**src/rtl/din_pkg.sv**
```systemverilog
package din_pkg;
    typedef enum logic {ST_IDLE, ST_EMIT} seq_state_t;

    localparam logic [2:0] MODE_FRAME = 3'd0;
    localparam logic [2:0] MODE_LATCH = 3'd1;
    localparam logic [2:0] MODE_SYNC0 = 3'd2;
    localparam logic [2:0] MODE_SYNC1 = 3'd3;
endpackage

```
**src/rtl/dsmp_sync2.sv**
```systemverilog
module dsmp_sync2 #(
    parameter int W = 1
) (
    input  logic         clk,
    input  logic         rst_n,
    input  logic [W-1:0] async_i,
    output logic [W-1:0] sync_o
);
    logic [W-1:0] stage1;

    always_ff @(posedge clk or negedge rst_n) begin
        if (!rst_n) begin
            stage1 <= '0;
            sync_o <= '0;
        end else begin
            stage1 <= async_i;
            sync_o <= stage1;
        end
    end
endmodule

```
**src/rtl/dsmp_trigger.sv**
```systemverilog
module dsmp_trigger
    import din_pkg::*;
#(
    parameter int SOF_LEAD = 4
) (
    input  logic       clk,
    input  logic       rst_n,
    input  logic [2:0] mode_sel,
    input  logic       sof_in,
    input  logic       latch_s,
    input  logic       sync0_in,
    input  logic       sync1_in,
    output logic       sof_notify,
    output logic       trig
);
    localparam int CW = $clog2(SOF_LEAD + 1);

    logic          sof_prev, latch_prev, s0_prev, s1_prev;
    logic [CW-1:0] lead_cnt;
    logic          sof_rise, lat_rise, s0_rise, s1_rise, sof_trig;

    assign sof_rise = sof_in & ~sof_prev;
    assign lat_rise = latch_s & ~latch_prev;
    assign s0_rise  = sync0_in & ~s0_prev;
    assign s1_rise  = sync1_in & ~s1_prev;
    assign sof_trig = (lead_cnt == CW'(1));

    always_ff @(posedge clk or negedge rst_n) begin
        if (!rst_n) begin
            sof_prev   <= 1'b0;
            latch_prev <= 1'b0;
            s0_prev    <= 1'b0;
            s1_prev    <= 1'b0;
            sof_notify <= 1'b0;
            lead_cnt   <= '0;
        end else begin
            sof_prev   <= sof_in;
            latch_prev <= latch_s;
            s0_prev    <= sync0_in;
            s1_prev    <= sync1_in;
            sof_notify <= sof_rise;
            if (sof_rise)
                lead_cnt <= CW'(SOF_LEAD);
            else if (lead_cnt != '0)
                lead_cnt <= lead_cnt - CW'(1);
        end
    end

    always_comb begin
        unique case (mode_sel)
            MODE_FRAME: trig = sof_trig;
            MODE_LATCH: trig = lat_rise;
            MODE_SYNC0: trig = s0_rise;
            MODE_SYNC1: trig = s1_rise;
            default:    trig = 1'b0;
        endcase
    end

    assert_single_edge_R2: assert property (@(posedge clk) disable iff (!rst_n)
        lat_rise |=> !lat_rise);

    assert_notice_precedes_R4: assert property (@(posedge clk) disable iff (!rst_n)
        sof_notify |-> !sof_trig);
endmodule

```
**src/rtl/dsmp_seq.sv**
```systemverilog
module dsmp_seq
    import din_pkg::*;
#(
    parameter int          DATA_W = 32,
    parameter int          ADDR_W = 16,
    parameter int unsigned BASE   = 32'h1000
) (
    input  logic              clk,
    input  logic              rst_n,
    input  logic              trig,
    input  logic [DATA_W-1:0] word_in,
    output logic              mem_we,
    output logic [ADDR_W-1:0] mem_addr,
    output logic [7:0]        mem_wdata
);
    localparam int LANES = DATA_W / 8;
    localparam int LW    = (LANES > 1) ? $clog2(LANES) : 1;
    localparam int LAST  = LANES - 1;

    seq_state_t        state, state_n;
    logic [LW-1:0]     lane, lane_n;
    logic [DATA_W-1:0] cap, cap_n, pend_word, pend_word_n;
    logic              pend_v, pend_v_n;
    logic              last;
    logic [7:0]        lane_bytes [LANES];

    for (genvar g = 0; g < LANES; g++) begin : g_lane
        assign lane_bytes[g] = cap[g*8 +: 8];
    end

    assign last = (lane == LW'(LAST));

    always_comb begin
        state_n     = state;
        lane_n      = lane;
        cap_n       = cap;
        pend_v_n    = pend_v;
        pend_word_n = pend_word;
        unique case (state)
            ST_IDLE: begin
                if (trig) begin
                    state_n = ST_EMIT;
                    lane_n  = '0;
                    cap_n   = word_in;
                end
            end
            ST_EMIT: begin
                if (!last) begin
                    lane_n = lane + LW'(1);
                    if (trig && !pend_v) begin
                        pend_v_n    = 1'b1;
                        pend_word_n = word_in;
                    end
                end else if (pend_v) begin
                    lane_n   = '0;
                    cap_n    = pend_word;
                    pend_v_n = 1'b0;
                end else if (trig) begin
                    lane_n = '0;
                    cap_n  = word_in;
                end else begin
                    state_n = ST_IDLE;
                end
            end
        endcase
    end

    always_ff @(posedge clk or negedge rst_n) begin
        if (!rst_n) begin
            state     <= ST_IDLE;
            lane      <= '0;
            cap       <= '0;
            pend_v    <= 1'b0;
            pend_word <= '0;
        end else begin
            state     <= state_n;
            lane      <= lane_n;
            cap       <= cap_n;
            pend_v    <= pend_v_n;
            pend_word <= pend_word_n;
        end
    end

    always_comb begin
        mem_we    = (state == ST_EMIT);
        mem_addr  = ADDR_W'(BASE) + ADDR_W'(lane);
        mem_wdata = mem_we ? lane_bytes[lane] : 8'h00;
    end

    assert_lane_step_R5: assert property (@(posedge clk) disable iff (!rst_n)
        (state == ST_EMIT && !last) |=> (state == ST_EMIT && lane == $past(lane) + LW'(1)));

    assert_addr_window_R5: assert property (@(posedge clk) disable iff (!rst_n)
        mem_we |-> (mem_addr >= ADDR_W'(BASE) && mem_addr <= ADDR_W'(BASE + LAST)));

    assert_queue_held_R8: assert property (@(posedge clk) disable iff (!rst_n)
        (pend_v && state == ST_EMIT && !last) |=> (pend_v && $stable(pend_word)));
endmodule

```
**src/rtl/din_event_sampler.sv**
```systemverilog
module din_event_sampler #(
    parameter int          DATA_W   = 32,
    parameter int          ADDR_W   = 16,
    parameter int unsigned BASE     = 32'h1000,
    parameter int          SOF_LEAD = 4
) (
    input  logic              clk,
    input  logic              rst_n,
    input  logic [2:0]        mode_sel,
    input  logic [DATA_W-1:0] din,
    input  logic              latch_in,
    input  logic              sof_in,
    input  logic              sync0_in,
    input  logic              sync1_in,
    output logic              sof_notify,
    output logic              mem_we,
    output logic [ADDR_W-1:0] mem_addr,
    output logic [7:0]        mem_wdata
);
    logic [DATA_W-1:0] din_s;
    logic              latch_s;
    logic              trig;

    dsmp_sync2 #(.W(DATA_W)) i_din_sync (
        .clk(clk), .rst_n(rst_n), .async_i(din), .sync_o(din_s)
    );

    dsmp_sync2 #(.W(1)) i_latch_sync (
        .clk(clk), .rst_n(rst_n), .async_i(latch_in), .sync_o(latch_s)
    );

    dsmp_trigger #(.SOF_LEAD(SOF_LEAD)) i_trigger (
        .clk(clk), .rst_n(rst_n), .mode_sel(mode_sel), .sof_in(sof_in),
        .latch_s(latch_s), .sync0_in(sync0_in), .sync1_in(sync1_in),
        .sof_notify(sof_notify), .trig(trig)
    );

    dsmp_seq #(.DATA_W(DATA_W), .ADDR_W(ADDR_W), .BASE(BASE)) i_seq (
        .clk(clk), .rst_n(rst_n), .trig(trig), .word_in(din_s),
        .mem_we(mem_we), .mem_addr(mem_addr), .mem_wdata(mem_wdata)
    );

    assert_off_codes_R1: assert property (@(posedge clk) disable iff (!rst_n)
        (mode_sel > 3'd3 && !mem_we) |=> !mem_we);
endmodule

```
**config.mk**
```make
export PLATFORM = sky130hd
export DESIGN_NAME = din_event_sampler
export DESIGN_NICKNAME = d
export VERILOG_FILES = /design/src/rtl/din_pkg.sv /design/src/rtl/dsmp_sync2.sv /design/src/rtl/dsmp_trigger.sv /design/src/rtl/dsmp_seq.sv /design/src/rtl/din_event_sampler.sv
export SDC_FILE = /design/constraint.sdc
export NUM_CORES = 1
export LEC_CHECK = 0
export CORE_AREA = 4 4 178 111
export CTS_CLUSTER_SIZE = 24
export DETAILED_ROUTE_END_ITERATION = 8
export DIE_AREA = 0 0 182 115
export PLACE_DENSITY_LB_ADDON = 0.08
export SYNTH_ARGS = -nofsm -noshare
export SYNTH_HDL_FRONTEND = slang
export SYNTH_SLANG_ARGS = --single-unit
```
**constraint.sdc**
```tcl
create_clock -name clk -period 2.28 [get_ports clk]
set_clock_uncertainty 0.15 [all_clocks]
set_input_delay 0.342 -clock clk [delete_from_list [all_inputs] [get_ports clk]]
set_output_delay 0.342 -clock clk [all_outputs]
set_load 0.01 [all_outputs]
```
==> reports/metrics.yaml <==
place:
  gpl.final_weighted_congestion: 0.687
  dp_hpwl_microns: 7380
  port-buffer-count: 52
  placed_area_sq_um: 6300
synth:
  post_synth_fa_ha_maj_area_fraction_pct: 0.934
  number_of_synthesized_flops_with_an_enable_pin: 0
  post_synth_mux_area_share_pct: 12.2
  post_synth_most_frequent_cells: "dfrtp_1 (142), nand2b_1 (31), mux2_4 (30)"
  synth_top_cells_by_area: "dfrtp_1 (66%), mux2_4 (8.4%), o221a_1 (5.7%), nand2b_1 (3.6%), mux4_2 (3.4%)"
  yosys_warnings: 0
  synth-xor-area-share_pct: 0.163
  ys_seq_elements: 142
  synthMostInstantiatedCell: "dfrtp_1"
  synth_top_area_cell: "dfrtp_1"
  synth_top_family_by_area: "multiplexers"
  post_synthesis_cell_area_sq_um: 5360
  post_synth.cell_area_avg_sq_um: 16.1
  compound_gate_portion_of_the_synthesized_area_pct: 8.41
  synth_cell_types: 35
  async_flop_share_pct: 100
  synth_cells: 333
  yosysSeqAreaShare_pct: 66.3
  synthSimpleGateAreaFrac_pct: 7.07
  dominantRegCellSynth: "dfrtp_1"
  yosysTopAreaCellShare_pct: 66.3
cells_and_area:
  filler_cell_count: 1679
  layout.nets: 465
  design_area_sq_um: 7110
  area_growth_syn_to_layout_pct: 32.7
  final_layout_size_suffix_gt1_share_pct: 30.9
  antenna-diode-count: 0
clock_network:
  clk_latency_ns: 0.42
  cts_root_buf: "clkbuf_16"
  clock_transition_at_the_registers_of_the_reported_paths_ns: 0.06
  clock_path_buffers: 2
  clock_sink_count: 142
  cts_tree: "built"
  cts-htree-levels: 4
  cts_inserted_buffers: 17
setup_path:
  crit_top_cell: "buf_6"
  critical_path.endpoint_type: "output pin"
  critPathRequiredTime_ns: 1.79
  max_incr_delay_on_cp_ns: 0.51
  worst_setup_path_start_kind: "flip-flop"
  crit_path_top_delay_cell: "mux4_2"
  worstPathArrival_ns: 1.80
  path_class: "flip-flop to output pin"
  critical_path.reg2reg.startpoint: "i_seq.lane[0]$_DFF_PN0_"
  cp_cell_sequence: "buf_6 -> buf_12 -> mux4_2 -> and2_4 -> buf_6"
  timing.critical_path.from: "i_seq.lane[0]$_DFF_PN0_"
  timing.reg2reg.setup_slack_ns: 0.05
  worstPathMaxFanout: 3
floorplanning:
  die-area_sq_um: 20900
  start_util_pct: 29.9
  rows: 38
  die_w_microns: 182
  fp.coreArea_sq_um: 17900
  io_pins: 67
  die_h_microns: 115
global_routing:
  grt_start_max_net_pins: 52
  number_of_antenna_violations_at_the_first_check_in_global_routing: 0
  gr-total-overflow: 0
  grt_util_all_layers_pct: 11.8
  grt_pass1_vias: 3160
  grt_pass1_wl_microns: 18600
sta:
  period_share_pct: 100
  fmaxAchievable_mhz: 437
  slew_viol_final: 0
  finalCriticalPeriod_ns: 2.29
  finish_stage_setup_viols: 2
  setup_repair_after_global_routing_missed_its_margin: "yes"
  setup_ws_ns: -0.00873
  hold_viol: 0
  final.hold.worst_slack_ns: 0.198
status:
  violations_in_the_final_reports: "negative setup slack"
  outcome: "finished, violations left"
routing:
  vias: 2878
  vias_per_cell: 4.28
  first_iter_violations: 162
  dr.pass1.iters: 4
  ant_nets: 0
  avgRoutedWirePerCell_microns: 17.2
  number_of_remaining_drc_errors: 0
  routed_wl_microns: 11600
pwr:
  power_per_cell_area_nw_per_um2: 1360
  total_leakage_power_uw: 0.00301
  worst_ir_drop_vdd_v: 0.000500
min_path:
  min-delay-start: "i_din_sync.stage1[14]$_DFF_PN0_"
  hp-class: "flip-flop to flip-flop"
flow_run:
  max_cap_viols: 0
power breakdown:
group          internal [uW]  switching (uW)  total (uW)
clock network           1880            1150        3030
registers               3220             431        3660
logic                   1920            1070        3000
final timing paths:
| path | endpoint | depth (start not counted) |
|---|---|---|
| max in group asynchronous | i_seq.cap[8]$_DFFE_PN0P_ | 3 |
| min in group asynchronous | i_din_sync.stage1[22]$_DFF_PN0_ | 2 |
| worst min register to register | i_din_sync.sync_o[14]$_DFF_PN0_ | 0 |
| worst max-delay path | mem_wdata[0] | 5 |
| worst max register to register | i_seq.pend_word[13]$_DFFE_PN0P_ | 10 |
| worst min-delay path | i_din_sync.sync_o[14]$_DFF_PN0_ | 0 |
cell usage in the layout (no fill, tap or decap), types with 3 or more instances in the layout:
cell / netlist / final
conb_1: 2 / 14
nor2_1: 3 / 3
inv_1: 12 / 10
buf_6: 6 / 11
o221a_2: 3 / 3
inv_6: 0 / 4
nand2_1: 7 / 6
clkbuf_16: 0 / 18
mux2_4: 30 / 30
ha_1: 4 / 3
bufinv_16: 0 / 4
buf_12: 0 / 10
nor2b_1: 3 / 3
dfrtp_1: 142 / 141
mux4_2: 8 / 8
and2_4: 0 / 6
nand2b_1: 31 / 31
o221a_1: 27 / 27
clkdlybuf4s50_1: 0 / 43
clkinv_4: 0 / 4
o221ai_1: 3 / 3
buf_4: 14 / 17
flip-flops by register name (all words and copies together) (netlist names), 2 cells and up:
signal	flops
i_din_sync.sync_o	32
i_din_sync.stage1	32
i_seq.cap	32
i_seq.pend_word	32
i_trigger.lead_cnt	3
i_seq.lane	2
what timing repair did:
item                                    4_1_cts  5_1_grt
gates resized for setup                      45       14
hold buffers                                  1        0
buffers inserted                              2        9
endpoints found under the setup margin        8       63
endpoints found under the hold margin        48        0
pin swaps                                     6        2
cells by family (layout without fill, tap and decap cells):
family,Yosys count,after routing
xor gates and xnor gates,1,1
AOI/OAI and AO/OA,44,44
muxes,40,40
DFF,142,142
buffers and inverters,41,129
other,2,14
adders and majority gates,4,4
and+or+nand+nor,59,59
through the flow:
stage / power [uW] / util, % / setup TNS [ns] / setup slack (ns) / instances
floorplan: 5390 / - / 0 / 0.250 / 345
global placement: 6430 / 35.2 / -6.18 / -0.137 / 630
detailed placement: 6490 / 35.2 / -9.06 / -0.202 / 630
CTS: 9700 / 39.0 / -0.0482 / -0.0313 / 665
global route: 10200 / 39.7 / -1.45 / -0.0614 / 673
finish: 9680 / 39.7 / -0.0118 / -0.00873 / 673
final cells by class:
| cell class | instances | area (sq um) | share of cell area (%) |
|---|---|---|---|
| Sequential cell | 142 | 3550 | 50.0 |
| Multi-Input combinational cell | 162 | 1640 | 23.0 |
| Timing Repair Buffer | 85 | 927 | 13.0 |
| Clock buffer | 18 | 439 | 6.18 |
| Tap cell | 240 | 300 | 4.22 |
| Clock inverter | 14 | 205 | 2.89 |
| Inverter | 12 | 47.5 | 0.669 |
worst max-delay path, delay by kind of cell, from the launching register on:
family | cells | cell delay (ns)
flip-flops | 1 | 0.38
buffers and inverters | 3 | 0.33
AND/OR/NAND/NOR | 1 | 0.16
multiplexers | 1 | 0.51
per-layer routing:
layer	wire length (microns)	track usage (%)
met1	6120	18.1
met2	4900	15.9
met3	424	3.04
met4	139	4.05
met5	0	0
(Power assumes the default switching activity.)
